## config.mk

```make
export PLATFORM = sky130hd
export DESIGN_NAME = wbuf_bypass
export DESIGN_NICKNAME = d
export VERILOG_FILES = /design/src/rtl/wbuf_pkg.sv /design/src/rtl/wbuf_store.sv /design/src/rtl/wbuf_match.sv /design/src/rtl/wbuf_bypass.sv
export SDC_FILE = /design/constraint.sdc
export NUM_CORES = 1
export LEC_CHECK = 0
export ABC_CLOCK_PERIOD_IN_PS = 4700
export BUFFER_PORTS_ARGS = -buffer_cell sky130_fd_sc_hd__buf_2
export CORE_UTILIZATION = 35
export CTS_CLUSTER_SIZE = 14
export DETAILED_ROUTE_END_ITERATION = 8
export HOLD_SLACK_MARGIN = 0.06
export SYNTH_ARGS = -nofsm -noshare
export SYNTH_HDL_FRONTEND = slang
export SYNTH_HIERARCHICAL = 1
export SYNTH_SLANG_ARGS = --single-unit
```

## constraint.sdc

```tcl
create_clock -name clk -period 4.7 [get_ports clk]
set_input_delay 0.235 -clock clk [delete_from_list [all_inputs] [get_ports clk]]
set_output_delay 0.235 -clock clk [all_outputs]
set_load 0.02 [all_outputs]
```

## src/rtl/wbuf_pkg.sv

```systemverilog
package wbuf_pkg;
    // Read-side sequencing: idle, fetch request offered, fetch data awaited
    typedef enum logic [1:0] {
        RD_IDLE  = 2'd0,
        RD_ISSUE = 2'd1,
        RD_WAIT  = 2'd2
    } rd_state_e;
endpackage

```

## src/rtl/wbuf_store.sv

```systemverilog
// Circular queue of pending writes; exposes all slots oldest first.
module wbuf_store #(
    parameter int AW    = 16,
    parameter int DW    = 32,
    parameter int DEPTH = 4
) (
    input  logic                             clk,
    input  logic                             rst_n,
    input  logic                             push,
    input  logic [AW-1:0]                    push_addr,
    input  logic [DW-1:0]                    push_data,
    input  logic                             pop,
    output logic [DEPTH-1:0][AW-1:0]         ord_addr,
    output logic [DEPTH-1:0][DW-1:0]         ord_data,
    output logic [DEPTH-1:0]                 ord_live,
    output logic [$clog2(DEPTH+1)-1:0]       count
);
    localparam int PTR_W = $clog2(DEPTH);
    localparam int CNT_W = $clog2(DEPTH+1);

    typedef struct packed {
        logic [DEPTH-1:0][AW-1:0] addr;
        logic [DEPTH-1:0][DW-1:0] data;
        logic [PTR_W-1:0]         head;
        logic [CNT_W-1:0]         count;
    } store_t;

    store_t s_d, s_q;

    function automatic logic [PTR_W-1:0] wrap(input int v);
        int w;
        w = (v >= DEPTH) ? v - DEPTH : v;
        return w[PTR_W-1:0];
    endfunction

    always_comb begin
        logic [PTR_W-1:0] tail;
        s_d  = s_q;
        tail = wrap(int'(s_q.head) + int'(s_q.count));
        if (push) begin
            s_d.addr[tail] = push_addr;
            s_d.data[tail] = push_data;
        end
        if (pop) begin
            s_d.head = wrap(int'(s_q.head) + 1);
        end
        s_d.count = s_q.count + CNT_W'(push) - CNT_W'(pop);
    end

    always_ff @(posedge clk) begin
        if (!rst_n) s_q <= '0;
        else        s_q <= s_d;
    end

    for (genvar k = 0; k < DEPTH; k++) begin : g_order
        assign ord_addr[k] = s_q.addr[wrap(int'(s_q.head) + k)];
        assign ord_data[k] = s_q.data[wrap(int'(s_q.head) + k)];
        assign ord_live[k] = CNT_W'(k) < s_q.count;
    end

    assign count = s_q.count;
endmodule

```

## src/rtl/wbuf_match.sv

```systemverilog
// Parallel compare of a read address against queued and incoming writes.
// Younger entries override older ones; the incoming write is youngest.
module wbuf_match #(
    parameter int AW    = 16,
    parameter int DW    = 32,
    parameter int DEPTH = 4
) (
    input  logic [DEPTH-1:0][AW-1:0] ord_addr,
    input  logic [DEPTH-1:0][DW-1:0] ord_data,
    input  logic [DEPTH-1:0]         ord_live,
    input  logic                     in_valid,
    input  logic [AW-1:0]            in_addr,
    input  logic [DW-1:0]            in_data,
    input  logic [AW-1:0]            look_addr,
    output logic                     hit,
    output logic [DW-1:0]            hit_data
);
    logic [DEPTH-1:0] eq;

    for (genvar k = 0; k < DEPTH; k++) begin : g_cmp
        assign eq[k] = ord_live[k] && (ord_addr[k] == look_addr);
    end

    always_comb begin
        hit      = 1'b0;
        hit_data = '0;
        for (int k = 0; k < DEPTH; k++) begin
            if (eq[k]) begin
                hit      = 1'b1;
                hit_data = ord_data[k];
            end
        end
        if (in_valid && (in_addr == look_addr)) begin
            hit      = 1'b1;
            hit_data = in_data;
        end
    end
endmodule

```

## src/rtl/wbuf_bypass.sv

```systemverilog
module wbuf_bypass
    import wbuf_pkg::*;
#(
    parameter int AW    = 16,
    parameter int DW    = 32,
    parameter int DEPTH = 4
) (
    input  logic          clk,
    input  logic          rst_n,
    input  logic          wr_valid,
    output logic          wr_ready,
    input  logic [AW-1:0] wr_addr,
    input  logic [DW-1:0] wr_data,
    input  logic          rd_valid,
    output logic          rd_ready,
    input  logic [AW-1:0] rd_addr,
    output logic          rd_resp_valid,
    output logic [DW-1:0] rd_resp_data,
    output logic          mem_req_valid,
    input  logic          mem_req_ready,
    output logic          mem_req_write,
    output logic [AW-1:0] mem_req_addr,
    output logic [DW-1:0] mem_req_wdata,
    input  logic          mem_rsp_valid,
    input  logic [DW-1:0] mem_rsp_data
);
    localparam int CNT_W = $clog2(DEPTH+1);

    typedef struct packed {
        rd_state_e     st;
        logic [AW-1:0] rd_addr;
        logic          rsp_valid;
        logic [DW-1:0] rsp_data;
    } ctl_t;

    ctl_t c_d, c_q;

    logic [DEPTH-1:0][AW-1:0] ord_addr;
    logic [DEPTH-1:0][DW-1:0] ord_data;
    logic [DEPTH-1:0]         ord_live;
    logic [CNT_W-1:0]         count;
    logic                     push, pop, rd_take, drain_en;
    logic                     hit;
    logic [DW-1:0]            hit_data;

    wbuf_store #(.AW(AW), .DW(DW), .DEPTH(DEPTH)) i_store (
        .clk       (clk),
        .rst_n     (rst_n),
        .push      (push),
        .push_addr (wr_addr),
        .push_data (wr_data),
        .pop       (pop),
        .ord_addr  (ord_addr),
        .ord_data  (ord_data),
        .ord_live  (ord_live),
        .count     (count)
    );

    wbuf_match #(.AW(AW), .DW(DW), .DEPTH(DEPTH)) i_match (
        .ord_addr  (ord_addr),
        .ord_data  (ord_data),
        .ord_live  (ord_live),
        .in_valid  (push),
        .in_addr   (wr_addr),
        .in_data   (wr_data),
        .look_addr (rd_addr),
        .hit       (hit),
        .hit_data  (hit_data)
    );

    // Handshakes and memory-port arbitration: a pending read always wins.
    always_comb begin
        wr_ready      = (count != CNT_W'(DEPTH));
        push          = wr_valid && wr_ready;
        rd_ready      = (c_q.st == RD_IDLE);
        rd_take       = rd_valid && rd_ready;
        drain_en      = (c_q.st == RD_IDLE) && !rd_valid && (count != '0);
        mem_req_valid = (c_q.st == RD_ISSUE) || drain_en;
        mem_req_write = (c_q.st != RD_ISSUE);
        mem_req_addr  = (c_q.st == RD_ISSUE) ? c_q.rd_addr : ord_addr[0];
        mem_req_wdata = ord_data[0];
        pop           = drain_en && mem_req_ready;
    end

    always_comb begin
        c_d           = c_q;
        c_d.rsp_valid = 1'b0;
        unique case (c_q.st)
            RD_IDLE: begin
                if (rd_take) begin
                    if (hit) begin
                        c_d.rsp_valid = 1'b1;
                        c_d.rsp_data  = hit_data;
                    end else begin
                        c_d.st      = RD_ISSUE;
                        c_d.rd_addr = rd_addr;
                    end
                end
            end
            RD_ISSUE: begin
                if (mem_req_ready) c_d.st = RD_WAIT;
            end
            RD_WAIT: begin
                if (mem_rsp_valid) begin
                    c_d.st        = RD_IDLE;
                    c_d.rsp_valid = 1'b1;
                    c_d.rsp_data  = mem_rsp_data;
                end
            end
            default: c_d.st = RD_IDLE;
        endcase
    end

    always_ff @(posedge clk) begin
        if (!rst_n) begin
            c_q    <= '0;
            c_q.st <= RD_IDLE;
        end else begin
            c_q <= c_d;
        end
    end

    assign rd_resp_valid = c_q.rsp_valid;
    assign rd_resp_data  = c_q.rsp_data;
endmodule

```

# Word level (Yosys, flattened, before mapping)
# Index checks and enable logic that the tools add are counted.
# word_totals
ff_bits	248
rom_bits	0
ramBits	0
n_memories	0
latch_bits	0
inputBits	102
# op_classes
div_mod_pow	0
order_cmp	15
n_reduce_logical	19
n_mul	0
n_bitwise	1
n_mux	46
n_eq_ne	14
shift	0
n_addsub	11
# op_table
op	n
$mux 32	10
$bmux 32 s2	4
$bmux 16 s2	4
$bwmux 128	1
$mux 16	6
$eq 16x16->1	5
$mux 33	2
$pmux 33 s2	1
$bwmux 64	1
$demux 32 s2	1
$mux 51	1
$demux 16 s2	1
$mux 18	1
$lt 2x3->1 const B	5
$mux 2	7
$logic_and 1x1->1	11
$sub 2x1->2 const B	5
$ge 3x3->1 const B	3
$reduce_and 4->1	2
$add 2x2->3 const B	2
$lt 1x3->1 const A	2
$lt 2x3->1 const A	2
$ne 2x1->1 const B	3
$ne 2x2->1 const B	3
19 further kinds	23

# Longest topological paths before layout
# depth
depth_word	14
mapped_depth	16
ltp_nobuf	10

# Modules after synthesis
# Netlist, hierarchy kept.
# by_module_without_submodules
mod	seq_area_each_um2	instances	area_each_um2	cells_per_inst
wbuf_store	3943.8	1	11787.6	947
wbuf_match	0.0	1	2805.2	395
wbuf_bypass	1021.0	1	2492.4	252

# Worst setup path before layout
# OpenSTA, ideal clock, no wires.
# synth_timing
path_type	register to register
start	register i_store/s_q[3] in the netlist's numbering
end	register c_q (netlist bit rd_resp_data[0])
setup_slack_ps	805
synth_period_minus_slack_ps	3895
t_arrival_ps	3774
setup_time_ps	122
stages_incl_launch_ff	16
required_ps	4578
cell_sequence	dfxtp_1 -> clkbuf_1 -> clkbuf_1 -> clkbuf_1 -> mux4_2 -> xor2_1 -> nor4_1 -> nand4_1 -> nor4_4 -> or2_2 -> buf_6 -> nand4b_1 -> nand4bb_4 -> o211a_4 -> buf_6 -> a221o_1
# synth_rtl
item	line_no	source
start: declaration	wbuf_store.sv:28	store_t s_d, s_q;
start signal: assignment	wbuf_store.sv:51	if (!rst_n) s_q <= '0;
start signal: assignment	wbuf_store.sv:52	else s_q <= s_d;
end: declaration	wbuf_bypass.sv:36	ctl_t c_d, c_q;

==> reports/results.ini <==
[global_route]
antenna_found_initial=0
grt_pass1_vias=14100
grt_first_pass_wirelength_um=81600
track_usage_pct=20.9
grt_max_degree=91
overflow=0

[synthesis]
synth_edf_count=0
synth_seq_area_share_pct=29.1
ys_dominant_reg_cell=dfxtp_1
syn_area_per_cell_um2=10.7
ys_types=55
synth_nets=1702
synth_top_area_cell=dfxtp_1
syn_inst=1594
yosys-top-cells-area=dfxtp_1 (29%), mux4_2 (25%), mux2i_1 (11%)
syn_area_mm2=0.0171
yosysMostFrequentCell=nand2_1
synth-seq-cells=248
ys_warn_count=6
synthTopCellsByCount=nand2_1 (313), dfxtp_1 (248), mux2i_1 (192), mux4_2 (192), and3_1 (67)
synth.top_cell.area_share_pct=29.1
synthArstFlopShare_pct=0

[layout]
n_fill_cell=4563
fin_cells=2404
drive_gt1_share_pct=28.5
area_growth_pct=18.6
fin_nets=1874

[clock_network]
path_clk_slew_ns=0.06
clk_path_buf_depth=3
cts_resized=0
cts_root_buf=clkbuf_16
cts_buffers=28
cts_tree=built
post_cts_buffers=0
cts.sinks=248
htreeDepth=1
clk_latency_ns=0.59

[drt]
first_iter_violations=1144
routed_wl_um=52800
vias=14100
wire_per_inst_um=22.0
drc=0
vias_per_cell=5.85
dr.pass1.iters=5
drtAntennaViolNets=0

[power]
p_sw_share_pct=34.1
p_comb_share_pct=31.9
p_clk_share_pct=32.1
ir_drop_mv=0.293
p_seq_share_pct=36.0
fin_total_pwr_mw=7.48
leakage_nw=7.66
p_switching_mw=2.55
p_int_mw=4.93
p_per_area_mw_per_mm2=369

[floorplan]
core-area_mm2=0.0479
die-height_um=223
initial_core_util_pct=35.6
die_area_mm2=0.0497
row_count=80
dieWidth_um=223
pin_count=187

[critical_path]
worstSetupStartpointType=flip-flop
worst_path_max_delay_cell=nor4_1
worstSetupEndpointType=flip-flop
crit_family=simple AND/OR/NAND/NOR gates
critPathArrivalTime_ns=4.84
worst-path-buf-inv=2
critPathMaxStageDelay_ns=0.59
required_ns=5.18
worstPathMaxFanout=35
path_cells=buf_12 -> mux4_2 -> xnor2_1 -> nand4_1 -> nor4_1 -> nand3_1 -> nand4b_1 -> nand4bb_4 -> o211a_4 -> a221o_1 -> dlygate4sd3_1
path_class=reg2reg
reg2reg_slack_ns=0.34

[placement]
routabilityCongestion=0.845
io_buffers=186
place_hpwl_um=33600
dp_cells=2230

[sta]
skew_ns=0.0288
fin_crit_sh_pct=92.8
grt_setup_unrepaired=no
setup_viol=0
setup_tns_ns=0
fmax_mhz=229
worst_slew_pin_slew_ns=1.12
hold_viol=0
maxSlewHeadroom_pct=25.6
slew_violations=0
period_needed_ns=4.36

[worst_hold_path]
hold_path.class=in2reg

[run_status]
status=finished, final reports clean

[job]
drv_cap=0

[per-layer routing]
| metal | global-route usage [%] | up-vias | share of wire (%) |
|---|---|---|---|
| met5 | 0 | - | 0 |
| met4 | 6.41 | 0 | 2.9 |
| met3 | 2.54 | 95 | 5.7 |
| met2 | 36.6 | 544 | 50 |
| met1 | 26.8 | 7164 | 41 |
| li1 | - | 6269 | - |
[worst register-to-register path: stages (launching register included)]
cell	delay, ns
dfxtp_4	0.53
buf_12	0.30
mux4_2	0.55
xnor2_1	0.16
nand4_1	0.14
nor4_1	0.59
nand3_1	0.19
nand4b_1	0.31
nand4bb_4	0.19
o211a_4	0.33
a221o_1	0.43
dlygate4sd3_1	0.56
[state kept, by name (all words and copies together) (netlist names)]
signal	cells
i_store/count	3
rd_resp_data	32
rd_resp_valid	1
i_store/s_q	194
c_q	18
[cell families (layout without fill, tap and decap cells)]
logic type / Yosys count / after routing / synth area share (%)
simple gates: 529 / 529 / 15.1
buf+inv: 208 / 402 / 6.74
flops: 248 / 248 / 29.1
other cells: 0 / 1 / 0
fa+ha+maj: 6 / 6 / 0.483
compound gates: 122 / 122 / 6.80
mux: 400 / 400 / 37.6
xor+xnor: 81 / 81 / 4.23
[through the flow]
stage	cell area [um2]	setup slack [ns]	hold WS, ns	util [%]
2_1_floorplan	17100	0.805	0.357	-
3_3_place_gp	18000	0.874	0.439	37.6
3_5_place_dp	18000	0.848	0.447	37.6
4_1_cts	20300	0.351	0.116	42.3
5_1_grt	20300	0.144	0.154	42.3
6_report	20300	0.340	0.131	42.3
[cell usage in the layout, fill, tap and decap left out, types with 3 or more instances in the layout]
cell type / instances
a21oi_1: 18
a221o_1: 30
a221oi_1: 25
a221oi_2: 7
and2_1: 38
and3_1: 66
buf_12: 5
buf_2: 185
buf_4: 29
bufinv_16: 3
clkbuf_1: 6
clkbuf_16: 28
clkbuf_8: 11
dfxtp_1: 246
dlygate4sd3_1: 121
ha_1: 5
inv_1: 7
mux2_2: 16
mux2i_1: 192
mux4_2: 192
nand2_1: 313
nand2b_1: 3
nand3b_1: 34
nand4_1: 14
nor2_1: 35
nor3_2: 3
nor4_1: 3
nor4_4: 4
o311ai_1: 24
o311ai_2: 7
xnor2_1: 63
xor2_1: 17
[cell type report]
class	instances	area [um2]	area share [%]
clock buffer	45	875	4.32
multi-input combinational	1138	11000	54.3
timing repair buffer	341	2470	12.2
clock inverter	7	139	0.685
sequential	248	4970	24.5
tap	615	769	3.80
inverter	9	33.8	0.167
antenna	1	2.50	0.0124
[power groups by stage]
stage | Sequential, mW | Combinational, mW | Clock [mW]
floorplan | 2.61 | 1.76 | 0
CTS | 2.68 | 2.40 | 2.46
global placement | 2.70 | 2.28 | 0
finish | 2.69 | 2.39 | 2.40
global route | 2.74 | 2.52 | 2.53
detailed placement | 2.73 | 2.32 | 0
[worst paths after layout]
kind	from	endpoint	depth (start not counted)
setup / recovery	i_store/s_q[4]	rd_resp_data[18]	11
hold / removal	rst_n	rd_resp_data[10]	2
setup reg to reg	i_store/s_q[4]	rd_resp_data[18]	11
hold reg to reg	c_q[38]	c_q[38]	2
[repair_timing]
item	4_1_cts	5_1_grt
endpoints found under the setup margin	0	0
hold endpoints to repair	238	0
hold buffers	121	0
(Power assumes the default switching activity.)
